$ cat config.mk
export PLATFORM = sky130hd
export DESIGN_NAME = nbr_defect_cmp
export DESIGN_NICKNAME = d
export VERILOG_FILES = /design/src/rtl/nbr_cmp_pkg.sv /design/src/rtl/pwm_hi_counter.sv /design/src/rtl/majority_voter.sv /design/src/rtl/nbr_defect_cmp.sv
export SDC_FILE = /design/constraint.sdc
export NUM_CORES = 1
export LEC_CHECK = 0
export ABC_AREA = 1
export CORE_AREA = 2 2 107 135
export DETAILED_ROUTE_END_ITERATION = 8
export DIE_AREA = 0 0 109 137
export PLACE_DENSITY = 0.61
export SLEW_MARGIN = 20
export SYNTH_ARGS = -nofsm -noshare
export SYNTH_HDL_FRONTEND = slang
export SYNTH_SLANG_ARGS = --single-unit
$ cat constraint.sdc
create_clock -name clk -period 7.84 [get_ports clk]
set_input_delay 1.568 -clock clk [delete_from_list [all_inputs] [get_ports clk]]
set_output_delay 1.568 -clock clk [all_outputs]
set_load 0.01 [all_outputs]
$ cat src/rtl/nbr_cmp_pkg.sv
package nbr_cmp_pkg;

   typedef logic [1:0] sig_code_t;

   localparam int unsigned CODE_MAX = 3;

   // Quantise a high-time count into a 2-bit signature, saturating at 3.
   function automatic sig_code_t quantise(input logic [31:0] cnt, input int unsigned shift);
      logic [31:0] scaled;
      scaled = cnt >> shift;
      if (scaled > 32'(CODE_MAX)) return sig_code_t'(CODE_MAX);
      return scaled[1:0];
   endfunction

endpackage

$ cat src/rtl/pwm_hi_counter.sv
module pwm_hi_counter
   import nbr_cmp_pkg::*;
#(
   parameter int unsigned CNT_W      = 6,
   parameter int unsigned CODE_SHIFT = 2
) (
   input  logic      clk,
   input  logic      rst_n,
   input  logic      sample,
   input  logic      pwm,
   input  logic      op_end,
   output sig_code_t code
);

   localparam logic [CNT_W-1:0] CNT_MAX = {CNT_W{1'b1}};

   generate
      if (CNT_W < 2 || CNT_W > 31) begin : g_bad_width
         $error("pwm_hi_counter: CNT_W out of range");
      end
      if (CODE_SHIFT >= CNT_W) begin : g_bad_shift
         $error("pwm_hi_counter: CODE_SHIFT must be below CNT_W");
      end
   endgenerate

   logic [CNT_W-1:0] cnt_q;
   logic [CNT_W-1:0] cnt_win;

   // Count including this cycle's sample, saturating.
   always_comb begin
      cnt_win = cnt_q;
      if (sample && pwm && (cnt_q != CNT_MAX)) cnt_win = cnt_q + 1'b1;
   end

   always_ff @(posedge clk or negedge rst_n) begin
      if (!rst_n)       cnt_q <= '0;
      else if (op_end)  cnt_q <= '0;
      else              cnt_q <= cnt_win;
   end

   assign code = quantise(32'(cnt_win), CODE_SHIFT);


   no_wrap_chk: assert property (@(posedge clk) disable iff (!rst_n)
      (cnt_q == CNT_MAX && !op_end) |=> (cnt_q == CNT_MAX));


   restart_chk: assert property (@(posedge clk) disable iff (!rst_n)
      op_end |=> (cnt_q <= 1));

endmodule

$ cat src/rtl/majority_voter.sv
module majority_voter
   import nbr_cmp_pkg::*;
#(
   parameter int unsigned N_COLS = 8
) (
   input  logic [2*N_COLS-1:0] codes,
   output sig_code_t           maj_code,
   output logic                maj_valid
);

   localparam int unsigned TALLY_W = $clog2(N_COLS + 1);
   localparam int unsigned N_CODES = CODE_MAX + 1;

   logic [TALLY_W-1:0] tally [N_CODES];
   logic [N_CODES-1:0] wins;

   generate
      for (genvar v = 0; v < N_CODES; v++) begin : g_val
         always_comb begin
            tally[v] = '0;
            for (int c = 0; c < N_COLS; c++) begin
               if (codes[2*c +: 2] == sig_code_t'(v)) tally[v] = tally[v] + 1'b1;
            end
            wins[v] = (32'(tally[v]) * 2) > N_COLS;
         end
      end
   endgenerate

   always_comb begin
      maj_code = '0;
      for (int v = 0; v < N_CODES; v++) begin
         if (wins[v]) maj_code = sig_code_t'(v);
      end
   end

   assign maj_valid = |wins;

   // at most one code can hold a strict majority
   always_comb begin
      single_winner_chk: assert ($onehot0(wins));
   end

endmodule

$ cat src/rtl/nbr_defect_cmp.sv
module nbr_defect_cmp
   import nbr_cmp_pkg::*;
#(
   parameter int unsigned N_COLS     = 8,
   parameter int unsigned CNT_W      = 6,
   parameter int unsigned CODE_SHIFT = 2
) (
   input  logic              clk,
   input  logic              rst_n,
   input  logic              clear,
   input  logic              sample,
   input  logic              op_end,
   input  logic [N_COLS-1:0] pwm,
   output logic [N_COLS-1:0] defect,
   output logic              any_defect
);

   generate
      if (N_COLS < 3) begin : g_bad_cols
         $error("nbr_defect_cmp: at least three columns are needed for a vote");
      end
   endgenerate

   logic [2*N_COLS-1:0] codes;
   logic [N_COLS-1:0]   mism;
   logic [N_COLS-1:0]   flags_q;
   sig_code_t           maj_code;
   logic                maj_valid;

   generate
      for (genvar c = 0; c < N_COLS; c++) begin : g_col
         pwm_hi_counter #(
            .CNT_W      (CNT_W),
            .CODE_SHIFT (CODE_SHIFT)
         ) u_cnt (
            .clk    (clk),
            .rst_n  (rst_n),
            .sample (sample),
            .pwm    (pwm[c]),
            .op_end (op_end),
            .code   (codes[2*c +: 2])
         );
         assign mism[c] = (codes[2*c +: 2] != maj_code);
      end
   endgenerate

   majority_voter #(.N_COLS(N_COLS)) u_vote (
      .codes     (codes),
      .maj_code  (maj_code),
      .maj_valid (maj_valid)
   );

   always_ff @(posedge clk or negedge rst_n) begin
      if (!rst_n)                     flags_q <= '0;
      else if (clear)                 flags_q <= '0;
      else if (op_end && maj_valid)   flags_q <= flags_q | mism;
   end

   assign defect     = flags_q;
   assign any_defect = |flags_q;


   inconclusive_chk: assert property (@(posedge clk) disable iff (!rst_n)
      (op_end && !maj_valid && !clear) |=> (defect == $past(defect)));


   sticky_chk: assert property (@(posedge clk) disable iff (!rst_n)
      !clear |=> ((defect & $past(defect)) == $past(defect)));


   clear_chk: assert property (@(posedge clk) disable iff (!rst_n)
      clear |=> (defect == '0));


   quiet_chk: assert property (@(posedge clk) disable iff (!rst_n)
      (!op_end && !clear) |=> $stable(defect));


   minority_only_chk: assert property (@(posedge clk) disable iff (!rst_n)
      (op_end && maj_valid && !clear) |=>
         (($countones(defect & ~$past(defect)) * 2) < N_COLS));

endmodule

==> reports/summary.log, run 1 <==
[critical_path] critical path data arrival time 6980 ps
[routing] count of routing violations after the opening detailed-route iteration 299
[synthesis] distinct cell type count of the synthesized netlist 37
[power_and_ir_drop] Pwr Density 149 mW/mm^2
[global_routing] remaining global-route overflow 0
[routing] via count normalized by instance count 4.87
[layout] fill count 1,458
[die] ports placed on the boundary 22
[power_and_ir_drop] clock network power share 23.2%
[layout] antenna diode instance count 0
[critical_path] highest net fanout along the worst path 10
[synthesis] syn_nets 1,077
[power_and_ir_drop] VDD IR max 0.000126 V
[clock_network] post-cts resize count 0
[critical_path] nature of the critical path endpoint register
[synthesis] synthesized flop and latch total 56
[global_routing] global routing usage summed across all routing layers 20.6%
[layout] layout overhead on the synthesized area 9.13%
[clock_network] clock-pin slew of the registers on the worst-case setup and hold paths 80 ps
[hold_path] HP Class register to register
[power_and_ir_drop] switch share 40.7%
[die] number of rows created at floorplan 48
[timing] post-route minimum period 6790 ps
[clock_network] count of hold-fix buffers inserted at cts 0
[synthesis] number of flops mapped to enable cells by yosys 0
[timing] Setup Skew 5.41 ps
[synthesis] most common cell in the synthesized netlist nand2_1
[synthesis] most area-consuming cells after synthesis dfrtp_1 23%, nand2_1 21%, nand3_1 12%
[timing] worst slew margin relative to its limit 49.8%
[global_routing] initial antenna violation count 0
[die] Die W 109 microns
[synthesis] number of warnings issued by yosys 0
[clock_network] sinks on the clock net 56
[critical_path] most frequent cell on the critical path nand2_1
[synthesis] post-synth design cell area 0.00608 sq mm
[synthesis] share of synthesized flip-flops with an asynchronous set or reset 100%
[placement] Port Buf Inserts 21
[synthesis] average footprint of a synthesized cell 5.89 sq um
[synthesis] most numerous cell types in the synthesized netlist 339 x nand2_1, 160 x inv_1, 149 x nand3_1
[power_and_ir_drop] leakage power summed over all cells 0.00382 uW
[timing] final hold vios 0
[global_routing] vias in the first global route 5,566
[die] Starting Density 44.6%
[timing] transition time at the pin with the least slew margin 753 ps
[die] Total Die Area 0.0149 sq mm
[power_and_ir_drop] combinational group share of total power 43.8%
[die] height of the die 137 microns
[layout] layout cells sized above 1 7.58%
[synthesis] cell count after synthesis 1,032
[power_and_ir_drop] Net Switching 403 uW
[timing] endpoints failing setup 0
[clock_network] clk_lat worst skew 300 ps
[timing] final setup TNS 0 ps
[clock_network] buffer type at the clock tree root clkbuf_16
[routing] Detailed Route WL 14,400 microns
[synthesis] Synth Flop Type dfrtp_1
[synthesis] library cell with the largest summed area after synthesis dfrtp_1
[clock_network] TritonCTS buffer count 5
[power_and_ir_drop] cell internal power dissipation 587 uW
[routing] count of unresolved DRC violations after routing 0
[power_and_ir_drop] sum of internal, switching and leakage power 990 uW
[critical_path] critical path launch point type input port
[routing] wire length per cell after detailed routing 11.7 microns
[timing] unrepaired setup endpoints after global routing false
[die] Floorplan Core Area 0.0136 sq mm
[status] outcome finished clean
[synthesis] area fraction of the dominant cell type after synthesis 23.0%
[synthesis] share of synthesized area occupied by flip-flops and latches 23.0%
[run] number of max-capacitance violations reported 0
[clock_network] H-tree level count 2
[routing] Post-DRT Antenna Nets 0
[global_routing] global-route wire length before repair 25,000 microns
[clock_network] number of buffers between clock root and the deepest sink 2
[timing] maximum frequency from static timing analysis 147 MHz
[routing] routed vias 5,989
[clock_network] TritonCTS clock tree built
[power_and_ir_drop] power share of the sequential group 33.0%
[placement] hpwl dp 11,500 microns
[timing] period utilization 86.7%
[critical_path] cell type of the slowest stage on the worst timing path clkdlybuf4s50_1
[routing] first-pass detailed-route iteration total 5
[timing] total count of max-transition violations in the final report 0
[placement] placer's final routability congestion estimate 0.902
[critical_path] crit path kind input port to register
[global_routing] pin count of the biggest net entering global routing 57
[critical_path] delay of the slowest cell on the worst path 540 ps
[layout] # nets final 1,100
[clock_network] Setup Buffers After CTS 0
[critical_path] data required time at the worst endpoint 8030 ps
## logic make-up after synthesis
kind of cell,Yosys count,synth area share [%]
fa+ha+maj,32,6.58
simple gates,679,49.9
compound gates,56,5.51
flops,56,23.0
buf+inv,186,11.6
xor+xnor,23,3.31
## final timing paths
path,depth (start not counted),from,endpoint,slack [ps]
worst max register to register,36,g_col[0].u_cnt.cnt_q[0],defect[3],2100
worst min-delay path,1,g_col[4].u_cnt.cnt_q[0],g_col[4].u_cnt.cnt_q[0],530
max in group asynchronous,2,rst_n,g_col[0].u_cnt.cnt_q[1],5930
worst max-delay path,38,sample,defect[3],1050
worst min register to register,1,g_col[4].u_cnt.cnt_q[0],g_col[4].u_cnt.cnt_q[0],530
min in group asynchronous,2,rst_n,g_col[5].u_cnt.cnt_q[0],1420
## critical path, delay by kind of cell
kind / cells / cell delay, ps
and+or+nand+nor: 26 / 3240
adders and majority gates: 4 / 1110
buffers and inverters: 8 / 1030
## cells in the final DEF, fill, tap and decap left out, types with 4 or more instances in the layout
cell	n
a21oi_2	4
nand4_1	15
nand2_4	6
o21ai_1	6
nor2_2	7
nor3_1	4
nand3_2	4
clkdlybuf4s50_1	20
a21oi_1	15
dfrtp_1	56
ha_1	32
nand3_1	149
xnor2_1	5
inv_1	160
nand2_2	19
o21ai_0	17
xor2_1	18
nand3b_1	10
clkbuf_16	5
nand2_1	339
inv_2	15
nor2_1	106
or2_2	7
## metal layers
layer  track usage (%)  part of all wire, %  vias to the layer above
met3              1.43                  1.3                       11
met2              36.7                   49                       37
met1              26.5                   47                     2663
li1                  -                    -                     3278
met4              5.63                  1.8                        0
met5                 0                    0                        -
## stage by stage
stage               setup WS, ps  hold slack, ps  cell area [sq um]  instances  utilization [%]
CTS                          996             534               6640       1231             48.7
finish                      1050             534               6640       1231             48.7
global placement             742             513               6490       1223             47.6
detailed placement           695             524               6490       1223             47.6
floorplan                   1750             486               6080       1032                -
global route                 428             582               6640       1231             48.7
## sequential cells by signal (all words and copies together) (netlist names)
name and cells:
defect 8, g_col.u_cnt.cnt_q 48
## layout make-up
class / count / area [sq um] / area share (%)
timing repair buffer: 24 / 228 / 3.43
multi-input combinational: 790 / 3980 / 59.9
clock buffer: 5 / 125 / 1.89
inverter: 178 / 668 / 10.1
sequential: 56 / 1400 / 21.1
clock inverter: 3 / 21.3 / 0.320
tap: 175 / 219 / 3.30
## power groups by stage
stage               combinational, uW  sequential (uW)  clock [uW]
floorplan                         316              333           0
global placement                  434              333           0
detailed placement                437              333           0
CTS                               439              327         237
global route                      509              331         247
finish                            433              327         230
Power figures use the tool's default switching activity.
==> inputs of run 2 (changes only) <==
- RECOVER_POWER: default -> 100
- REMOVE_ABC_BUFFERS: default -> 1
==> run 2 against run 1 <==
The run now ends with capacitance limit, slew limit left. Global-route usage grew 0.23 points. Sequential power is essentially flat. Power grew 0.62%. Critical path depth shrank 2. Non-clock buffer count is the same. Via count grew 0.82%. First-iteration DRC count grew 12%. Clock power grew 7%. Hold slack gained 4.2 ps. Count of clock-buffer cells in the layout is the same. Critical path type unchanged. Largest cell class unchanged.
==> reports/summary.log, run 2 (synthesis results as in run 1) <==
[critical_path] nature of the critical path endpoint register
[critical_path] crit path kind input port to register
[critical_path] most frequent cell on the critical path nand2_1
[run] number of max-capacitance violations reported 1
[timing] final hold vios 0
[placement] Post-DP Area 0.00649 sq mm
[layout] final non-filler cell area 0.00661 sq mm
[clock_network] number of buffers between clock root and the deepest sink 2
[layout] # nets final 1,100
[global_routing] vias in the first global route 5,606
[die] ports placed on the boundary 22
[power_and_ir_drop] leakage power summed over all cells 0.00384 uW
[power_and_ir_drop] sum of internal, switching and leakage power 996 uW
[clock_network] count of hold-fix buffers inserted at cts 0
[layout] top library cells by usage in the layout, fill and taps aside 343 x nand2_1, 162 x inv_1, 149 x nand3_1, 106 x nor2_1, 56 x dfrtp_1
[power_and_ir_drop] Pwr Density 151 mW/mm^2
[clock_network] sinks on the clock net 56
[placement] Port Buf Inserts 21
[routing] Detailed Route WL 14,300 microns
[layout] combined flip-flop and latch cell area 0.00140 sq mm
[critical_path] critical path launch point type input port
[layout] commonest non-fill, non-tap cell in the layout nand2_1
[layout] most flop-heavy register g_col.u_cnt.cnt_q
[routing] via count normalized by instance count 4.90
[layout] fill count 1,471
[placement] pre-CTS worst setup slack 650 ps
[timing] maximum frequency from static timing analysis 140 MHz
[timing] worst slew margin relative to its limit -113%
[die] height of the die 137 microns
[timing] total count of max-transition violations in the final report 57
[global_routing] pin count of the biggest net entering global routing 57
[layout] post-route core utilization 48.5%
[clock_network] buffer type at the clock tree root clkbuf_16
[routing] wire length per cell after detailed routing 11.6 microns
[timing] unrepaired setup endpoints after global routing false
[clock_network] TritonCTS buffer count 5
[layout] layout cells sized above 1 6.44%
[routing] Post-DRT Antenna Nets 0
[global_routing] initial antenna violation count 0
[timing] Setup Skew 5.78 ps
[global_routing] global routing usage summed across all routing layers 20.8%
[routing] count of unresolved DRC violations after routing 0
[clock_network] TritonCTS clock tree built
[timing] Final WS setup 718 ps
[timing] endpoints failing setup 0
[global_routing] remaining global-route overflow 0
[die] Total Die Area 0.0149 sq mm
[power_and_ir_drop] VDD IR max 0.000123 V
[critical_path] highest net fanout along the worst path 18
[critical_path] data required time at the worst endpoint 8040 ps
[critical_path] critical path data arrival time 7320 ps
[routing] count of routing violations after the opening detailed-route iteration 336
[routing] first-pass detailed-route iteration total 4
[die] number of rows created at floorplan 48
[die] Starting Density 44.6%
[placement] placer's final routability congestion estimate 0.846
[die] Floorplan Core Area 0.0136 sq mm
[timing] period utilization 90.8%
[layout] total area of multi-input combinational cells 0.00395 sq mm
[layout] Largest register FFs 48
[routing] routed vias 6,038
[timing] final setup TNS 0 ps
[status] failing checks capacitance limit, slew limit
[layout] layout overhead on the synthesized area 8.70%
[timing] transition time at the pin with the least slew margin 3200 ps
[clock_network] Setup Buffers After CTS 0
[clock_network] clock-pin slew of the registers on the worst-case setup and hold paths 80 ps
[status] outcome finished with violations
[global_routing] global-route wire length before repair 25,100 microns
[hold_path] HP Class register to register
[layout] antenna diode instance count 0
[timing] post-route minimum period 7120 ps
[placement] hpwl dp 11,400 microns
[critical_path] delay of the slowest cell on the worst path 590 ps
[clock_network] post-cts resize count 0
[clock_network] H-tree level count 2
[clock_network] clk_lat worst skew 310 ps
[critical_path] cell type of the slowest stage on the worst timing path dlygate4sd3_1
[die] Die W 109 microns
-- run 2: cell types whose count changed in the layout (fill, tap and decap cells not counted), sizes merged, moves of 2 or more --
cell / change
dlygate4sd3: +10
clkdlybuf4s50: -10
inv: +2
buf: -2
clkbuf: +2
-- run 2: layer usage --
metal	vias up	wire, microns	GRT usage (%)	share of wire, %
li1	3274	-	-	-
met1	2705	6700	26.4	47
met2	43	7020	37.0	49
met3	16	274	1.86	1.9
met4	0	292	6.27	2.0
met5	-	0	0	0
-- run 2: layout make-up --
cell class	count	share of cell area, %
multi-input combinational	790	59.7
tap	175	3.31
inverter	178	10.1
clock buffer	5	1.89
sequential	56	21.2
clock inverter	3	0.435
timing repair buffer	24	3.33
-- run 2: path summary, 6_finish.rpt --
check                                        start                       to  slack, ps  cells past startpoint
setup / recovery                            sample                defect[0]        720                     36
hold / removal             g_col[4].u_cnt.cnt_q[0]  g_col[4].u_cnt.cnt_q[0]        540                      1
setup reg to reg           g_col[0].u_cnt.cnt_q[0]                defect[0]       1960                     36
hold reg to reg            g_col[4].u_cnt.cnt_q[0]  g_col[4].u_cnt.cnt_q[0]        540                      1
max in group asynchronous                    rst_n  g_col[4].u_cnt.cnt_q[5]       3630                      2
min in group asynchronous                    rst_n  g_col[1].u_cnt.cnt_q[0]       2420                      2
-- run 2: stage by stage --
step           std cells  hold WS [ps]
3_5_place_dp        1223           530
5_1_grt             1231           593
3_3_place_gp        1223           525
6_report            1231           538
2_1_floorplan       1024           486
4_1_cts             1231           552
-- run 2: where the power goes --
group | switching (uW) | leakage [uW] | internal (uW)
clock network | 124 | 0.0000767 | 124
logic | 268 | 0.00300 | 154
registers | 20.2 | 0.000767 | 306
-- run 2: worst max-delay path: cells and delay by family --
family	cells	cell delay, ps
AO/OA/AOI/OAI	6	1020
adder cells (fa/ha/maj)	3	820
buffers and inverters	8	1470
AND/OR/NAND/NOR	19	2430
==> inputs of run 3 (changes only) <==
- GPL_TIMING_DRIVEN: default -> 1
==> results of run 3 <==
Final layout, timing and power as in run 2 (identical DEF).
